<file path="src/rtl/nptr_pkg.sv">
package nptr_pkg;
  typedef enum logic [2:0] {
    SEL_NORM = 3'd0,
    SEL_FAST = 3'd1,
    SEL_ADDR = 3'd2,
    SEL_LBA  = 3'd3,
    SEL_POS  = 3'd4
  } acc_sel_e;

  typedef enum logic [1:0] {
    ST_IDLE  = 2'd0,
    ST_RUN   = 2'd1,
    ST_SPARE = 2'd2
  } run_state_e;

  localparam int SPARE_PER_SECT = 16;
endpackage

</file>
<file path="src/rtl/nptr_lba_desc.sv">
module nptr_lba_desc (
  input  logic       clk,
  input  logic       rst_n,
  input  logic       wr_en,
  input  logic [7:0] wr_byte,
  output logic [7:0] lba_hi,
  output logic [7:0] lba_lo
);
  logic       ptr_q, ptr_d;
  logic [7:0] hi_q, hi_d, lo_q, lo_d;

  always_comb begin
    ptr_d = ptr_q;
    hi_d  = hi_q;
    lo_d  = lo_q;
    if (wr_en) begin
      if (!ptr_q) hi_d = wr_byte;
      else        lo_d = wr_byte;
      ptr_d = ~ptr_q;
    end
  end

  always_ff @(posedge clk or negedge rst_n) begin
    if (!rst_n) begin
      ptr_q <= 1'b0;
      hi_q  <= 8'h00;
      lo_q  <= 8'h00;
    end else begin
      ptr_q <= ptr_d;
      hi_q  <= hi_d;
      lo_q  <= lo_d;
    end
  end

  assign lba_hi = hi_q;
  assign lba_lo = lo_q;
endmodule

</file>
<file path="src/rtl/nptr_pos_ctr.sv">
module nptr_pos_ctr #(
  parameter int POS_W = 16
) (
  input  logic             clk,
  input  logic             rst_n,
  input  logic             load_en,
  input  logic [POS_W-1:0] load_val,
  input  logic             inc_en,
  output logic [POS_W-1:0] pos
);
  logic [POS_W-1:0] pos_q, pos_d;

  always_comb begin
    pos_d = pos_q;
    if (load_en)     pos_d = load_val;
    else if (inc_en) pos_d = pos_q + 1'b1;
  end

  always_ff @(posedge clk or negedge rst_n) begin
    if (!rst_n) pos_q <= '0;
    else        pos_q <= pos_d;
  end

  assign pos = pos_q;
endmodule

</file>
<file path="src/rtl/nptr_spare_gen.sv">
module nptr_spare_gen #(
  parameter int POS_W     = 16,
  parameter int DATA_END  = 2048,
  parameter int LBA_OFS_A = 6,
  parameter int LBA_OFS_B = 11
) (
  input  logic [POS_W-1:0] pos,
  input  logic [7:0]       lba_hi,
  input  logic [7:0]       lba_lo,
  output logic [7:0]       spare_byte
);
  localparam logic [POS_W-1:0] BASE  = POS_W'(DATA_END);
  localparam logic [POS_W-1:0] OFS_A = POS_W'(LBA_OFS_A);
  localparam logic [POS_W-1:0] OFS_B = POS_W'(LBA_OFS_B);

  logic [POS_W-1:0] ofs;

  always_comb begin
    ofs = pos - BASE;
    if (ofs == OFS_A || ofs == OFS_B)                 spare_byte = lba_hi;
    else if (ofs == OFS_A + 1'b1 || ofs == OFS_B + 1'b1) spare_byte = lba_lo;
    else                                              spare_byte = 8'hFF;
  end
endmodule

</file>
<file path="src/rtl/nptr_ctrl.sv">
module nptr_ctrl
  import nptr_pkg::*;
#(
  parameter int POS_W      = 16,
  parameter int SECT_BYTES = 512,
  parameter int SECTORS    = 4,
  parameter int ECC_W      = 3
) (
  input  logic             clk,
  input  logic             rst_n,
  input  logic             run_start,
  input  logic             run_stop,
  input  logic             data_inc,
  input  logic [POS_W-1:0] pos,
  output run_state_e       state,
  output logic [ECC_W-1:0] ecc_ready
);
  localparam int DATA_END   = SECTORS * SECT_BYTES;
  localparam int PAGE_END   = DATA_END + SECTORS * SPARE_PER_SECT;
  localparam int SECT_SHIFT = $clog2(SECT_BYTES);
  localparam logic [POS_W-1:0] DATA_LAST = POS_W'(DATA_END - 1);
  localparam logic [POS_W-1:0] PAGE_LAST = POS_W'(PAGE_END - 1);
  localparam logic [POS_W-1:0] DATA_LIM  = POS_W'(DATA_END);

  run_state_e       st_q, st_d;
  logic             pend_q, pend_d;
  logic [POS_W-1:0] start_q, start_d;
  logic [ECC_W-1:0] ecc_q, ecc_d;
  logic [POS_W:0]   used_sect;
  logic [ECC_W-1:0] ecc_calc;
  logic             page_done;

  always_comb begin
    used_sect = ({1'b0, start_q} + (POS_W+1)'(SECT_BYTES - 1)) >> SECT_SHIFT;
    if (start_q >= DATA_LIM) ecc_calc = '0;
    else                     ecc_calc = ECC_W'((POS_W+1)'(SECTORS) - used_sect);
  end

  assign page_done = (st_q == ST_SPARE) && (pos == PAGE_LAST);

  always_comb begin
    st_d    = st_q;
    pend_d  = pend_q;
    start_d = start_q;
    ecc_d   = ecc_q;
    unique case (st_q)
      ST_IDLE: begin
        if (run_start) begin
          st_d    = ST_RUN;
          start_d = pos;
        end
      end
      ST_RUN: begin
        if (run_stop)                            st_d = ST_IDLE;
        else if (data_inc && pos == DATA_LAST)   st_d = ST_SPARE;
      end
      ST_SPARE: begin
        if (run_stop) pend_d = 1'b1;
        if (page_done) begin
          ecc_d  = ecc_calc;
          pend_d = 1'b0;
          st_d   = (pend_q || run_stop) ? ST_IDLE : ST_RUN;
        end
      end
      default: st_d = ST_IDLE;
    endcase
  end

  always_ff @(posedge clk or negedge rst_n) begin
    if (!rst_n) begin
      st_q    <= ST_IDLE;
      pend_q  <= 1'b0;
      start_q <= '0;
      ecc_q   <= '0;
    end else begin
      st_q    <= st_d;
      pend_q  <= pend_d;
      start_q <= start_d;
      ecc_q   <= ecc_d;
    end
  end

  assign state     = st_q;
  assign ecc_ready = ecc_q;
endmodule

</file>
<file path="src/rtl/nand_pos_tracker.sv">
module nand_pos_tracker
  import nptr_pkg::*;
#(
  parameter int  POS_W      = 16,
  parameter int  SECT_BYTES = 512,
  parameter int  SECTORS    = 4,
  parameter int  LBA_OFS_A  = 6,
  parameter int  LBA_OFS_B  = 11,
  localparam int ECC_W      = $clog2(SECTORS + 1)
) (
  input  logic             clk,
  input  logic             rst_n,
  input  logic             acc_valid,
  input  logic             acc_write,
  input  logic [2:0]       acc_sel,
  input  logic [15:0]      acc_wdata,
  input  logic             run_start,
  input  logic             run_stop,
  output logic             running,
  output logic [POS_W-1:0] byte_pos,
  output logic [ECC_W-1:0] ecc_ready,
  output logic             spare_valid,
  output logic [7:0]       spare_byte
);
  localparam int DATA_END = SECTORS * SECT_BYTES;
  localparam int PAGE_END = DATA_END + SECTORS * SPARE_PER_SECT;
  localparam logic [POS_W-1:0] DATA_LIM = POS_W'(DATA_END);

  logic       rst_m, rst_q;
  acc_sel_e   sel;
  run_state_e state;
  logic       data_inc, pos_load, pos_inc, lba_wr;
  logic [7:0] lba_hi, lba_lo;

  always_ff @(posedge clk or negedge rst_n) begin
    if (!rst_n) begin
      rst_m <= 1'b0;
      rst_q <= 1'b0;
    end else begin
      rst_m <= 1'b1;
      rst_q <= rst_m;
    end
  end

  always_comb begin
    sel      = acc_sel_e'(acc_sel);
    data_inc = acc_valid && (state == ST_RUN) && (byte_pos < DATA_LIM) &&
               ((sel == SEL_FAST) || (sel == SEL_NORM && acc_write));
    pos_inc  = data_inc || (state == ST_SPARE);
    pos_load = acc_valid && acc_write && (sel == SEL_POS) && (state == ST_IDLE);
    lba_wr   = acc_valid && acc_write && (sel == SEL_LBA);
  end

  nptr_ctrl #(
    .POS_W(POS_W), .SECT_BYTES(SECT_BYTES), .SECTORS(SECTORS), .ECC_W(ECC_W)
  ) i_ctrl (
    .clk(clk), .rst_n(rst_q), .run_start(run_start), .run_stop(run_stop),
    .data_inc(data_inc), .pos(byte_pos), .state(state), .ecc_ready(ecc_ready)
  );

  nptr_pos_ctr #(.POS_W(POS_W)) i_pos (
    .clk(clk), .rst_n(rst_q), .load_en(pos_load),
    .load_val(POS_W'(acc_wdata)), .inc_en(pos_inc), .pos(byte_pos)
  );

  nptr_lba_desc i_lba (
    .clk(clk), .rst_n(rst_q), .wr_en(lba_wr), .wr_byte(acc_wdata[7:0]),
    .lba_hi(lba_hi), .lba_lo(lba_lo)
  );

  nptr_spare_gen #(
    .POS_W(POS_W), .DATA_END(DATA_END), .LBA_OFS_A(LBA_OFS_A), .LBA_OFS_B(LBA_OFS_B)
  ) i_spare (
    .pos(byte_pos), .lba_hi(lba_hi), .lba_lo(lba_lo), .spare_byte(spare_byte)
  );

  assign running     = (state != ST_IDLE);
  assign spare_valid = (state == ST_SPARE);
endmodule

</file>
<file path="config.mk">
export PLATFORM = sky130hd
export DESIGN_NAME = nand_pos_tracker
export DESIGN_NICKNAME = d
export VERILOG_FILES = /design/src/rtl/nptr_pkg.sv /design/src/rtl/nptr_lba_desc.sv /design/src/rtl/nptr_pos_ctr.sv /design/src/rtl/nptr_spare_gen.sv /design/src/rtl/nptr_ctrl.sv /design/src/rtl/nand_pos_tracker.sv
export SDC_FILE = /design/constraint.sdc
export NUM_CORES = 1
export LEC_CHECK = 0
export BUFFER_PORTS_ARGS = -buffer_cell sky130_fd_sc_hd__buf_2
export CORE_MARGIN = 1
export CORE_UTILIZATION = 55
export DETAILED_ROUTE_END_ITERATION = 8
export PLACE_DENSITY = 0.79
export SYNTH_ARGS = -nofsm -noshare
export SYNTH_HDL_FRONTEND = slang
export SYNTH_SLANG_ARGS = --single-unit
export TNS_END_PERCENT = 10
</file>
<file path="constraint.sdc">
create_clock -name clk -period 2.4 [get_ports clk]
set_input_delay 0.12 -clock clk [delete_from_list [all_inputs] [get_ports clk]]
set_output_delay 0.12 -clock clk [all_outputs]
set_load 0.1 [all_outputs]
</file>
==> results_dict.tcl <==
set metrics [dict create \
    status "finished, final reports clean" \
    r2r_start "i_pos.pos[12]" \
    crit_path_start_kind "flop" \
    rows 26 \
    rr_worst_depth 6 \
    period_share_pct 97.62 \
    grt_pass1_vias 2240 \
    synth.distinct_cells 47 \
    synth_edf_count 0 \
    rsz0062_at_grt "yes" \
    grt-ovfl-total 0 \
    ys_ff_latch 57 \
    drc_errors 0 \
    async_flop_share_pct 100.0 \
    clock_latency_ns 0.34 \
    setup_tns_ns 0 \
    cts_inserted_buffers 9 \
    min_to "i_pos.pos[13]" \
    syn2layout_area_growth_pct 24.38 \
    drv_slew 0 \
    cap_violations 0 \
    clkTransAtPathRegs_ns 0.07 \
    worstReg2RegEnd "i_pos.pos[9]" \
    cts_tree "yes" \
    syn-mean-instance-area_sq_um 10.77 \
    design_area_sq_um 3696 \
    critPathMaxFanout 8 \
    fp.coreArea_sq_um 5140 \
    synth_nets 307 \
    worstHoldStart "acc_wdata[13]" \
    routed_wl_microns 7095 \
    required_ns 2.28 \
    worst_clock_skew_ns 0.009051 \
    hpwlAfterDp_microns 4876 \
    setup_violations 0 \
    synthCells 276 \
    p_leak_nw 1.605 \
    p_per_area_nw_per_um2 1168 \
    wire_per_inst_microns 17.06 \
    grt_pass1_wl_microns 11030 \
    viasPerCell 5.875 \
    cts.htree.levels 3 \
    clock.fmax_mhz 426.8 \
    die_height_microns 75.51 \
    cts_root_buf "clkbuf_8" \
    die_w_microns 75.51 \
    num-nets-final 372 \
    initial_core_util_pct 57.81 \
    grt_util_all_layers_pct 26.83 \
    place.gp.congestion 0.9253 \
    cp.arrival_ns 2.22 \
    grt_antenna_before_repair 0 \
    final_common_cell "dfrtp_1" \
    criticalPathCategory "flop to primary output" \
    final_cell_mix "dfrtp_1 (54), buf_2 (45), mux2_2 (26), nand2_1 (19)" \
    num_antenna_cells 0 \
    drt_iter0_drc 220 \
    drive_gt1_share_pct 36.13 \
    r2r_slack_ns 0.21 \
    holdPathStages 3 \
    portBuffers 53 \
    io_pins 54 \
    end_kind "primary output" \
    syn_area_sq_um 2972 \
    min_period_ns 2.343 \
    yosysSeqAreaShare_pct 48.00 \
    hold_viol_final 0 \
    clk_path_buf_depth 2 \
    ys.flop_type "dfrtp_1" \
    slew_headroom_pct 46.51 \
    ir_drop_mv 0.6423 \
    clkSinkCount 57 \
    nFillCells 373 \
    drtPass1Iterations 4 \
    hold_class "input port to flop" \
    placed_area_sq_um 3342 \
    grt_max_degree 24 \
    die_area_sq_um 5701 \
    ant_nets 0 \
    worst_slew_pin_slew_ns 0.7994 \
    yosysWarningCount 0 \
    vias 2444 \
]
[where the power goes]
part | switching, W | internal (W) | total, W
Combinational | 0.00123 | 0.000573 | 0.00180
Sequential | 0.000341 | 0.00130 | 0.00164
Clock | 0.000370 | 0.000505 | 0.000875
[per-stage QoR]
step	util, %	std cells	hold WS [ns]	total power, W	setup slack (ns)
after floorplan	-	276	-0.1756	0.002975	-0.1954
after global placement	65.02	395	-0.09469	0.003313	0.2200
after detailed placement	65.02	395	-0.09238	0.003354	0.1918
after CTS	70.47	415	0.002339	0.004274	0.02081
after global routing	71.91	416	0.02159	0.004523	-0.004355
final	71.91	416	0.003918	0.004318	0.05723
[routing by layer]
metal	global-route usage (%)	part of all wire, %	up-vias
met3	6.217	5.8	16
met1	36.47	43	1207
met4	10.49	1.8	0
met5	0	0	-
met2	41.96	49	94
li1	-	-	1127
[area by class of cell]
| class | instances | area, sq um | area share [%] |
|---|---|---|---|
| clock buffers | 13 | 148.9 | 4.028 |
| clock inverters | 3 | 40.04 | 1.083 |
| inverters | 9 | 33.78 | 0.9140 |
| multi-input cells | 195 | 1504 | 40.69 |
| flip-flops and latches | 57 | 1430 | 38.69 |
| well taps | 70 | 87.58 | 2.370 |
| repair buffers | 69 | 451.7 | 12.22 |
[critical path: stages (launching register included)]
cell and delay, ns:
dfrtp_2 0.37, inv_2 0.06, ha_4 0.26, nor4b_4 0.18
nand4_1 0.21, nor2_4 0.23, nand3_4 0.15, o22a_1 0.25
buf_12 0.18
[state kept, by name, indices dropped and copies added, names as in the netlist]
signal            cells
i_ctrl.start_q       16
i_lba.lba_lo          8
i_ctrl.ecc_ready      3
i_lba.ptr_q           1
i_lba.lba_hi          8
rst_m                 1
rst_q                 1
i_ctrl.pend_q         1
i_pos.pos            16
i_ctrl.state          2
[kinds of logic (layout without fill, tap and decap cells)]
| logic type | after synthesis | in the layout | share of synthesized area [%] |
|---|---|---|---|
| AND/OR/NAND/NOR | 89 | 89 | 16.67 |
| flip-flops | 57 | 57 | 48.00 |
| AO/OA/AOI/OAI | 49 | 49 | 11.75 |
| multiplexers | 32 | 32 | 12.13 |
| buffers and inverters | 24 | 94 | 3.495 |
| XOR/XNOR | 18 | 18 | 5.305 |
| adder cells (fa/ha/maj) | 6 | 6 | 2.526 |
| other | 1 | 1 | 0.1262 |
[cells in the mapped netlist (2+ instances only)]
| cell | count | area share, % |
|---|---|---|
| nand4_1 | 8 | 1.7 |
| o22a_1 | 8 | 2.4 |
| a21oi_1 | 13 | 2.2 |
| a211oi_1 | 2 | 0.51 |
| or3_1 | 2 | 0.42 |
| nand2b_1 | 4 | 0.84 |
| a2111oi_2 | 4 | 2.0 |
| mux2_1 | 6 | 2.3 |
| and3_1 | 2 | 0.42 |
| nand2_1 | 20 | 2.5 |
| buf_2 | 5 | 0.84 |
| xnor2_1 | 17 | 5.0 |
| o21ai_1 | 11 | 1.9 |
| dfrtp_1 | 57 | 48 |
| and4_1 | 3 | 0.88 |
| and2_1 | 3 | 0.63 |
| nor2_1 | 18 | 2.3 |
| nand3_1 | 11 | 1.9 |
| ha_1 | 6 | 2.5 |
| inv_1 | 8 | 1.0 |
| clkbuf_1 | 7 | 0.88 |
| buf_1 | 2 | 0.25 |
| o21ai_0 | 2 | 0.34 |
| mux2_2 | 26 | 9.9 |
| nor3_1 | 6 | 1.0 |
| o22ai_1 | 2 | 0.42 |
| nor4_1 | 3 | 0.63 |
[worst max-delay path by stage]
stage | to | slack, ns | start
2_1_floorplan | spare_byte[1] | -0.20 | i_pos.pos[0]
3_3_place_gp | spare_byte[0] | 0.22 | i_pos.pos[12]
3_5_place_dp | spare_byte[0] | 0.19 | i_pos.pos[12]
4_1_cts | spare_byte[0] | 0.02 | i_pos.pos[11]
5_1_grt | spare_byte[3] | -0.004 | i_pos.pos[11]
6_report | spare_byte[1] | 0.06 | i_pos.pos[11]
[repair_timing]
item | 4_1_cts | 5_1_grt
pin swaps | 1 | 8
gates resized for setup | 15 | 15
buffers inserted | 1 | 1
hold buffers | 3 | 0
endpoints found under the setup margin | 8 | 8
hold endpoints to repair | 4 | 0
(Power assumes the default switching activity.)
